**src/rtl/therm_timer_pkg.sv**
```systemverilog
package therm_timer_pkg;
    typedef enum logic [1:0] {
        ST_IDLE   = 2'd0,
        ST_ACTIVE = 2'd1,
        ST_PAUSED = 2'd2,
        ST_FULL   = 2'd3
    } acc_state_t;
endpackage

```
**src/rtl/therm_sync2.sv**
```systemverilog
module therm_sync2 (
    input  logic clk,
    input  logic rst_n,
    input  logic din,
    output logic dout
);
    logic meta_q, sync_q;

    // Both flops reset high: the pin idles high when released.
    always_ff @(posedge clk or negedge rst_n) begin
        if (!rst_n) begin
            meta_q <= 1'b1;
            sync_q <= 1'b1;
        end else begin
            meta_q <= din;
            sync_q <= meta_q;
        end
    end

    assign dout = sync_q;
endmodule

```
**src/rtl/therm_accum_fsm.sv**
```systemverilog
module therm_accum_fsm
    import therm_timer_pkg::*;
#(
    parameter int TW        = 8,
    parameter int SUB_TICKS = 4
) (
    input  logic          clk,
    input  logic          rst_n,
    input  logic          lvl,
    input  logic          tick,
    input  logic          rd_stb,
    output logic [TW-1:0] timer_val
);
    localparam int SUB_W = (SUB_TICKS > 1) ? $clog2(SUB_TICKS) : 1;
    localparam logic [SUB_W-1:0] SUB_LAST = SUB_W'(SUB_TICKS - 1);
    localparam logic [TW-1:0]    U_MAX    = {TW{1'b1}};
    localparam logic [TW-1:0]    U_ONE    = TW'(1);

    acc_state_t        st_q, st_d;
    logic [TW-1:0]     units_q;
    logic [SUB_W-1:0]  sub_q;
    logic              cnt_en, unit_done, sat_hit;

    assign cnt_en    = lvl && (st_q != ST_FULL) && !rd_stb;
    assign unit_done = cnt_en && tick && (sub_q == SUB_LAST);
    assign sat_hit   = unit_done && (units_q == U_MAX - U_ONE);

    // Next-state decode
    always_comb begin
        st_d = st_q;
        unique case (st_q)
            ST_IDLE:   if (lvl) st_d = sat_hit ? ST_FULL : ST_ACTIVE;
            ST_ACTIVE: if (sat_hit) st_d = ST_FULL;
                       else if (!lvl) st_d = ST_PAUSED;
            ST_PAUSED: if (lvl) st_d = sat_hit ? ST_FULL : ST_ACTIVE;
            ST_FULL:   st_d = ST_FULL;
        endcase
        if (rd_stb) st_d = lvl ? ST_ACTIVE : ST_IDLE;
    end

    // State register
    always_ff @(posedge clk or negedge rst_n) begin
        if (!rst_n) st_q <= ST_IDLE;
        else        st_q <= st_d;
    end

    // Unit and remainder counters
    always_ff @(posedge clk or negedge rst_n) begin
        if (!rst_n) begin
            units_q <= '0;
            sub_q   <= '0;
        end else if (rd_stb) begin
            units_q <= '0;
            sub_q   <= '0;
        end else if (cnt_en && tick) begin
            if (sub_q == SUB_LAST) begin
                sub_q   <= '0;
                units_q <= units_q + U_ONE;
            end else begin
                sub_q <= sub_q + SUB_W'(1);
            end
        end
    end

    // Output decode: preset 1 until two units exist
    always_comb begin
        unique case (st_q)
            ST_IDLE: timer_val = '0;
            ST_FULL: timer_val = U_MAX;
            default: timer_val = (units_q == '0) ? U_ONE : units_q;
        endcase
    end
endmodule

```
**src/rtl/therm_limit_flag.sv**
```systemverilog
module therm_limit_flag #(
    parameter int TW = 8
) (
    input  logic          clk,
    input  logic          rst_n,
    input  logic [TW-1:0] timer_val,
    input  logic [TW-1:0] limit,
    input  logic          flag_clr,
    output logic          over_flag
);
    logic flag_q;

    always_ff @(posedge clk or negedge rst_n) begin
        if (!rst_n) flag_q <= 1'b0;
        else        flag_q <= (timer_val > limit) || (flag_q && !flag_clr);
    end

    assign over_flag = flag_q;
endmodule

```
**src/rtl/therm_accum_timer.sv**
```systemverilog
module therm_accum_timer #(
    parameter int TW        = 8,
    parameter int SUB_TICKS = 4
) (
    input  logic          clk,
    input  logic          rst_n,
    input  logic          therm_n,
    input  logic          tick,
    input  logic          rd_stb,
    input  logic          flag_clr,
    input  logic [TW-1:0] limit,
    output logic [TW-1:0] timer_val,
    output logic          over_flag
);
    logic therm_n_s;
    logic therm_lvl;

    therm_sync2 u_sync (
        .clk  (clk),
        .rst_n(rst_n),
        .din  (therm_n),
        .dout (therm_n_s)
    );

    assign therm_lvl = !therm_n_s;

    therm_accum_fsm #(.TW(TW), .SUB_TICKS(SUB_TICKS)) u_fsm (
        .clk      (clk),
        .rst_n    (rst_n),
        .lvl      (therm_lvl),
        .tick     (tick),
        .rd_stb   (rd_stb),
        .timer_val(timer_val)
    );

    therm_limit_flag #(.TW(TW)) u_flag (
        .clk      (clk),
        .rst_n    (rst_n),
        .timer_val(timer_val),
        .limit    (limit),
        .flag_clr (flag_clr),
        .over_flag(over_flag)
    );
endmodule

```
**config.mk**
```make
export PLATFORM = sky130hd
export DESIGN_NAME = therm_accum_timer
export DESIGN_NICKNAME = d
export VERILOG_FILES = /design/src/rtl/therm_timer_pkg.sv /design/src/rtl/therm_sync2.sv /design/src/rtl/therm_accum_fsm.sv /design/src/rtl/therm_limit_flag.sv /design/src/rtl/therm_accum_timer.sv
export SDC_FILE = /design/constraint.sdc
export NUM_CORES = 1
export LEC_CHECK = 0
export ABC_CLOCK_PERIOD_IN_PS = 2400
export BUFFER_PORTS_ARGS = -buffer_cell sky130_fd_sc_hd__buf_4
export CAP_MARGIN = 20
export CORE_MARGIN = 2
export CORE_UTILIZATION = 40
export CTS_BUF_LIST = sky130_fd_sc_hd__clkbuf_16
export CTS_CLUSTER_DIAMETER = 50
export DETAILED_ROUTE_END_ITERATION = 12
export PLACE_DENSITY_LB_ADDON = 0.1
export SLEW_MARGIN = 20
export SYNTH_ARGS = -nofsm -noshare
export SYNTH_HDL_FRONTEND = slang
export SYNTH_HIERARCHICAL = 1
export SYNTH_SLANG_ARGS = --single-unit
export TNS_END_PERCENT = 1
```
**constraint.sdc**
```tcl
create_clock -name clk -period 2.4 [get_ports clk]
set_input_delay 0 -clock clk [delete_from_list [all_inputs] [get_ports clk]]
set_output_delay 0 -clock clk [all_outputs]
set_load 0.02 [all_outputs]
```
Yosys cells after proc, flatten, opt, wreduce, memory -nomap -nowiden --
Index checks and enable logic that the tools add are counted.
Cells by class: add/sub/neg operators 2, eq/ne operators 8, order comparisons 1, muxes and demuxes 15, reductions and logical operators 17
Operator list (count):
- two-way mux 8 bit | 4
- two-way mux 2 bit | 8
- case mux 8 bit (2 select lines) | 1
- adder 8 x 1 -> 8 bit, second input constant | 1
- equality test 8 bit, second input constant | 1
- greater-than comparator 8 bit | 1
- zero test 8 bit | 1
- equality test 2 bit, second input constant | 3
- logical AND 1 bit | 6
- case mux 2 bit (3 select lines) | 1
- != test 4 x 3 -> 1 bit, second input constant | 1
- AND reduction 2 bit | 2
- nonzero test 2 bit | 2
- zero test 1 bit | 3
- != test 3 bit, second input constant | 1
- adder 2 x 1 -> 2 bit, second input constant | 1
- equality test 2 x 1 -> 1 bit, second input constant | 1
- zero test 2 bit | 1
- != test 2 bit, second input constant | 1
- OR reduction 2 bit | 1
- logical OR 1 bit | 1
- two-way mux 1 bit | 1
Storage, ports and cells: logic and storage cells 49, output and inout bits 9, flip-flop bits (word level) 15, input port bits 14

Depth between registers and ports, before layout --
depth in word-level cells 10, depth in mapped cells 11, depth with buffers taken out 11

Cells and area by module --
The synthesis kept the hierarchy.
By module, submodules not included:
- therm_accum_fsm | area each 835.8 um^2, cells each 94, instances 1, sequential area each 300.3 um^2
- therm_limit_flag | area each 231.5 um^2, cells each 30, instances 1, sequential area each 25.0 um^2
- therm_sync2 | area each 52.6 um^2, cells each 2, instances 1, sequential area each 52.6 um^2
- therm_accum_timer | area each 3.8 um^2, cells each 1, instances 1, sequential area each 0.0 um^2

Least setup slack after synthesis --
No wires, ideal clock.
path kind register -> register, start point reg u_fsm.st_q[0], end point reg u_flag.flag_q, in the netlist u_flag/over_flag, path buffers 1, arrival time 2.475 ns, data required time 2.271 ns, cell stages (with the launch flop) 11, path slack -0.204 ns, period minus slack after synthesis 2.604 ns, library setup time 0.129 ns, cell sequence dfrtp_1 inv_1 ha_1 clkbuf_1 o41ai_2 o21ai_0 ha_1 nor2b_1 o211ai_1 a21o_1 a31oi_1
On the way: word-level cells in the longest chain between the ends 4, elaborated cells on any way between the ends 5, classes of those cells order compare (1); eq/ne (1); mux (1); reduce/logical (2)
RTL lines:
- start: declaration | line therm_accum_fsm.sv:19 | acc_state_t st_q, st_d;
- start signal: assignment | line therm_accum_fsm.sv:44 | else st_q <= st_d;
- equality test 2 bit / zero test 2 bit (equally long branches) | line therm_accum_fsm.sv:67 | unique case (st_q)
- case mux 8 bit (2 select lines) * | line therm_accum_fsm.sv:67
- named net timer_val[1] | line therm_accum_timer.sv:12 | output logic [TW-1:0] timer_val,
- greater-than comparator 8 bit * | line therm_limit_flag.sv:15 | else flag_q <= (timer_val > limit) || (flag_q && !flag_clr);
- logical OR 1 bit * | line therm_limit_flag.sv:15
- end signal: assignment | line therm_limit_flag.sv:15
- end: declaration | line therm_limit_flag.sv:11 | logic flag_q;
The timed path passes the listed nets; every way through them passes the cells marked *. A chain may end at the register's enable or synchronous reset.

Worst setup path after layout --
start point reg u_fsm.units_q[0], end point reg u_flag.flag_q, in the netlist u_flag/over_flag
On the way: word-level cells in the longest chain between the ends 5
RTL lines:
- start: declaration | line therm_accum_fsm.sv:20 | logic [TW-1:0] units_q;
- start signal: assignment | line therm_accum_fsm.sv:58 | units_q <= units_q + U_ONE;
- zero test 8 bit | line therm_accum_fsm.sv:70 | default: timer_val = (units_q == '0) ? U_ONE : units_q;
- two-way mux 8 bit * | line therm_accum_fsm.sv:70
- case mux 8 bit (2 select lines) * | line therm_accum_fsm.sv:67
- greater-than comparator 8 bit * | line therm_limit_flag.sv:15
- logical OR 1 bit * | line therm_limit_flag.sv:15
Mark *: on every way between the ends. The rest lies on a longest branch, timed or not.

==> parameters.txt <==
Parameter                              Value

Logic synthesis
  Post-synthesis compound-gate area fraction ... around 11%
  Most instantiated flip-flop cell in the synthesis netlist ... sky130_fd_sc_hd__dfrtp_1
  Count of flip-flops with a built-in enable after synthesis ... 0
  Sequential area share after synthesis ... about a third
  Net count after synthesis ... roughly 160
  Area fraction of the dominant cell type after synthesis ... 28.95%
  Cell types occupying the most area after synthesis ... sky130_fd_sc_hd__dfrtp_1 29%, sky130_fd_sc_hd__ha_1 18%, sky130_fd_sc_hd__nand2_1 5.7%
  Proportion of synthesized area in mux cells ... 1.782%
  Average cell area after synthesis ... 8.847 µm²
  Main combinational cell family by area after synthesis ... simple AND/OR/NAND/NOR gates
  Share of synthesized cell area in and, or, nand and nor gates ... 23.94%
  Synthesis warning total ... 6
  Count of state elements after synthesis ... 15
  Adder-cell area share of the yosys netlist ... about 18%
  Cell taking the most area after synthesis ... sky130_fd_sc_hd__dfrtp_1
  Distinct cell type count of the synthesized netlist ... 34
  Synth Cell Area ... between 1000 and 1500 µm²
  Synthesized-area fraction occupied by xor and xnor cells ... under 10%
  Async SR Flop Fraction ... 100.0%
  Number of cells produced by synthesis ... roughly 130

Route
  Average wire length per cell after detail routing ... around 14 µm
  DRC violation count after routing ... 0
  Remaining number of nets flagged by the antenna check after routing ... 0
  Detailed Routing Iterations Pass 1 ... 4
  Vias ... 1014
  Aggregate routed wire length ... ~2.6 mm
  Vias per inst ... around 5.2
  DRC violation total after the first TritonRoute iteration ... 17

Clocking
  TritonCTS clock tree ... built
  Depth of the CTS H-tree ... 1
  Insertion delay of the later-clocked pin in the worst-skew pair ... ~250 ps
  Sinks on the clock net ... 15
  Maximum count of clock buffers along a single path ... 2
  Root Buffer Master ... sky130_fd_sc_hd__clkbuf_16
  Clock buffer count from CTS ... 3
  Reg clk slew, reported paths ... 50 ps

Power and ir drop
  Power density over the cells ... between 800 and 900 nW/µm²
  Leakage ... slightly below 0.0008 µW
  Max VDD drop ... 0.4844 mV

Hold path
  Classification of the worst-slack hold path ... input pin to register

Floorplanning
  Die Width ... between 50 and 60 µm
  I/O pins ... 23
  Standard-cell row count ... 19
  Area enclosed by the die boundary ... around 3200 µm²
  Starting utilization of the core area ... between 40 and 50%
  Vertical die dimension ... around 57 µm
  Total core area ... roughly 2700 µm²

Timing
  Setup slack of the critical path after layout ... -83.49 ps
  Number of hold violations in the final report ... 0
  Max Freq ... around 400 MHz
  Post-route minimum period ... 2483 ps
  Unrepaired setup endpoints after global routing ... yes
  Portion of the clock cycle consumed by the worst path in the final layout ... 103.5%
  Worst Skew ... about 2.4 ps
  Worst rel slew slack ... 80.18%
  Transition time of the tightest slew-check pin ... ~300 ps
  Worst slack on hold paths ... between 20 and 25 ps
  Final setup violating endpoints ... 1
  Final Max Tran Viols ... 0

Outcome
  Violations in the final reports ... negative setup slack
  Run status ... finished with violations

Worst setup path
  Arrival time worst endpoint ... 2600 ps
  Category of the most critical setup path ... register to register
  Nature of the critical path endpoint ... register
  Kind of start point of the critical path ... register
  Worst-path maximum fanout ... 2
  WP data required ... between 2000 and 3000 ps

Cells and area
  Register area ... about 380 µm²
  # fillers ... 256
  Fraction of layout instances using a drive strength above 1 ... 29.45%
  Area Overhead vs Synth ... 35.19%
  Design Area, Final ... ~1500 µm²
  Most frequent cells in the layout ... 34 x sky130_fd_sc_hd__buf_4, 17 x sky130_fd_sc_hd__nand2_1, 16 x sky130_fd_sc_hd__ha_1
  Area occupied by multi-input gates ... about 690 µm²
  Commonest non-fill, non-tap cell in the layout ... sky130_fd_sc_hd__buf_4
  Finished Layout Cells ... between 150 and 200
  Final antenna diode count ... 0
  # nets final ... roughly 190

Place
  Detailed-placement wirelength estimate ... 1.896 mm
  Final RePlAce weighted congestion ... about 0.83
  Placed cell areas ... 1359 µm²
  Total instance count after detailed placement ... between 150 and 200
  Count of input and output buffers ... 22

Global routing
  Final global-route overflow total ... 0
  Largest net degree at the start of global routing ... 16
  Number of antenna violations at the first check in global routing ... 0
  Number of global-route vias before repair ... between 900 and 1000
  First-pass GRT wire length ... between 4 and 5 mm
  Aggregate global-route resource usage ... 16.90%

Job
  Number of violations of the max-capacitance limit ... 0
==> cells by family after synthesis <==
| family | count (synthesis) |
|---|---|
| AND/OR/NAND/NOR | 52 |
| AO/OA/AOI/OAI | 18 |
| buffers and inverters | 18 |
| adder cells (fa/ha/maj) | 16 |
| flip-flops | 15 |
| XOR/XNOR | 6 |
| multiplexers | 2 |
==> worst paths after layout <==
check	cells after the start	end	slack (ps)	start
setup / recovery	10	u_flag/over_flag$_DFF_PN0_	-80	u_fsm/units_q[0]$_DFFE_PN0P_
hold / removal	2	u_fsm/units_q[7]$_DFFE_PN0P_	20	rd_stb
setup reg to reg	10	u_flag/over_flag$_DFF_PN0_	-80	u_fsm/units_q[0]$_DFFE_PN0P_
hold reg to reg	0	u_sync/dout$_DFF_PN1_	360	u_sync/meta_q$_DFF_PN1_
max in group asynchronous	2	u_sync/dout$_DFF_PN1_	2010	rst_n
min in group asynchronous	2	u_fsm/sub_q[0]$_DFFE_PN0P_	140	rst_n
==> cells in the mapped netlist, types with 2 or more instances <==
library cell / number
sky130_fd_sc_hd__a21oi_1: 4
sky130_fd_sc_hd__a31oi_1: 3
sky130_fd_sc_hd__and2_1: 2
sky130_fd_sc_hd__clkbuf_1: 2
sky130_fd_sc_hd__dfrtp_1: 13
sky130_fd_sc_hd__dfstp_2: 2
sky130_fd_sc_hd__ha_1: 16
sky130_fd_sc_hd__inv_1: 14
sky130_fd_sc_hd__mux2i_1: 2
sky130_fd_sc_hd__nand2_1: 17
sky130_fd_sc_hd__nand3_1: 3
sky130_fd_sc_hd__nand4_1: 6
sky130_fd_sc_hd__nor2_1: 11
sky130_fd_sc_hd__nor2b_1: 4
sky130_fd_sc_hd__nor3_1: 2
sky130_fd_sc_hd__o21ai_0: 3
sky130_fd_sc_hd__o22a_1: 2
sky130_fd_sc_hd__xnor2_1: 2
sky130_fd_sc_hd__xor2_1: 4
==> where the power goes <==
part           switching, µW  leakage (µW)  internal, µW
sequential              26.5      0.000198           284
combinational            346      0.000555           286
clock                    106     0.0000409           223
==> flip-flops by register name, indices dropped and copies added, names as in the netlist <==
| name | cells |
|---|---|
| u_fsm/st_q | 2 |
| u_fsm/units_q | 8 |
| u_flag/over_flag | 1 |
| u_fsm/sub_q | 2 |
| u_sync/dout | 1 |
| u_sync/meta_q | 1 |
==> cell type report <==
type | count | area share, %
Clock buffer | 3 | 4.942
Sequential cell | 15 | 24.88
Inverter | 14 | 3.460
Tap cell | 31 | 2.554
Timing Repair Buffer | 36 | 18.12
Multi-Input combinational cell | 94 | 45.72
Clock inverter | 1 | 0.3295
==> per-stage QoR <==
| step | TNS, ps | total power, µW | utilization, % | setup slack [ps] |
|---|---|---|---|---|
| final | -83.49 | 1271 | 56.05 | -83.49 |
| after global routing | -192.4 | 1363 | 56.05 | -192.4 |
| after CTS | 0 | 1238 | 53.83 | 15.99 |
| after detailed placement | 0 | 896.0 | 50.14 | 37.12 |
| after global placement | 0 | 881.5 | 50.14 | 107.4 |
| after floorplan | 0 | 689.3 | - | 24.32 |
==> routing by layer <==
layer	global-route usage [%]	part of all wire (%)	vias up
met1	20.38	45	475
met5	0	0	-
met3	3.401	4.6	4
li1	-	-	510
met2	29.39	50	25
met4	6.977	1.2	0
==> worst max-delay path, cell delays in order (launching register included) <==
cell and delay (ps):
sky130_fd_sc_hd__dfrtp_1 380, sky130_fd_sc_hd__inv_2 60, sky130_fd_sc_hd__ha_1 130, sky130_fd_sc_hd__or4b_4 470
sky130_fd_sc_hd__o41ai_4 330, sky130_fd_sc_hd__o21ai_2 120, sky130_fd_sc_hd__ha_1 330, sky130_fd_sc_hd__nor2b_4 130
sky130_fd_sc_hd__o211ai_1 190, sky130_fd_sc_hd__a21o_1 140, sky130_fd_sc_hd__a31oi_1 70
==> repair_timing <==
item / in CTS / in global routing
gates resized for setup: 0 / 6
buffers inserted: 0 / 5
hold endpoints to repair: 16 / 0
setup endpoints to repair: 0 / 1
hold buffers: 2 / 0
Power figures use the tool's default switching activity.
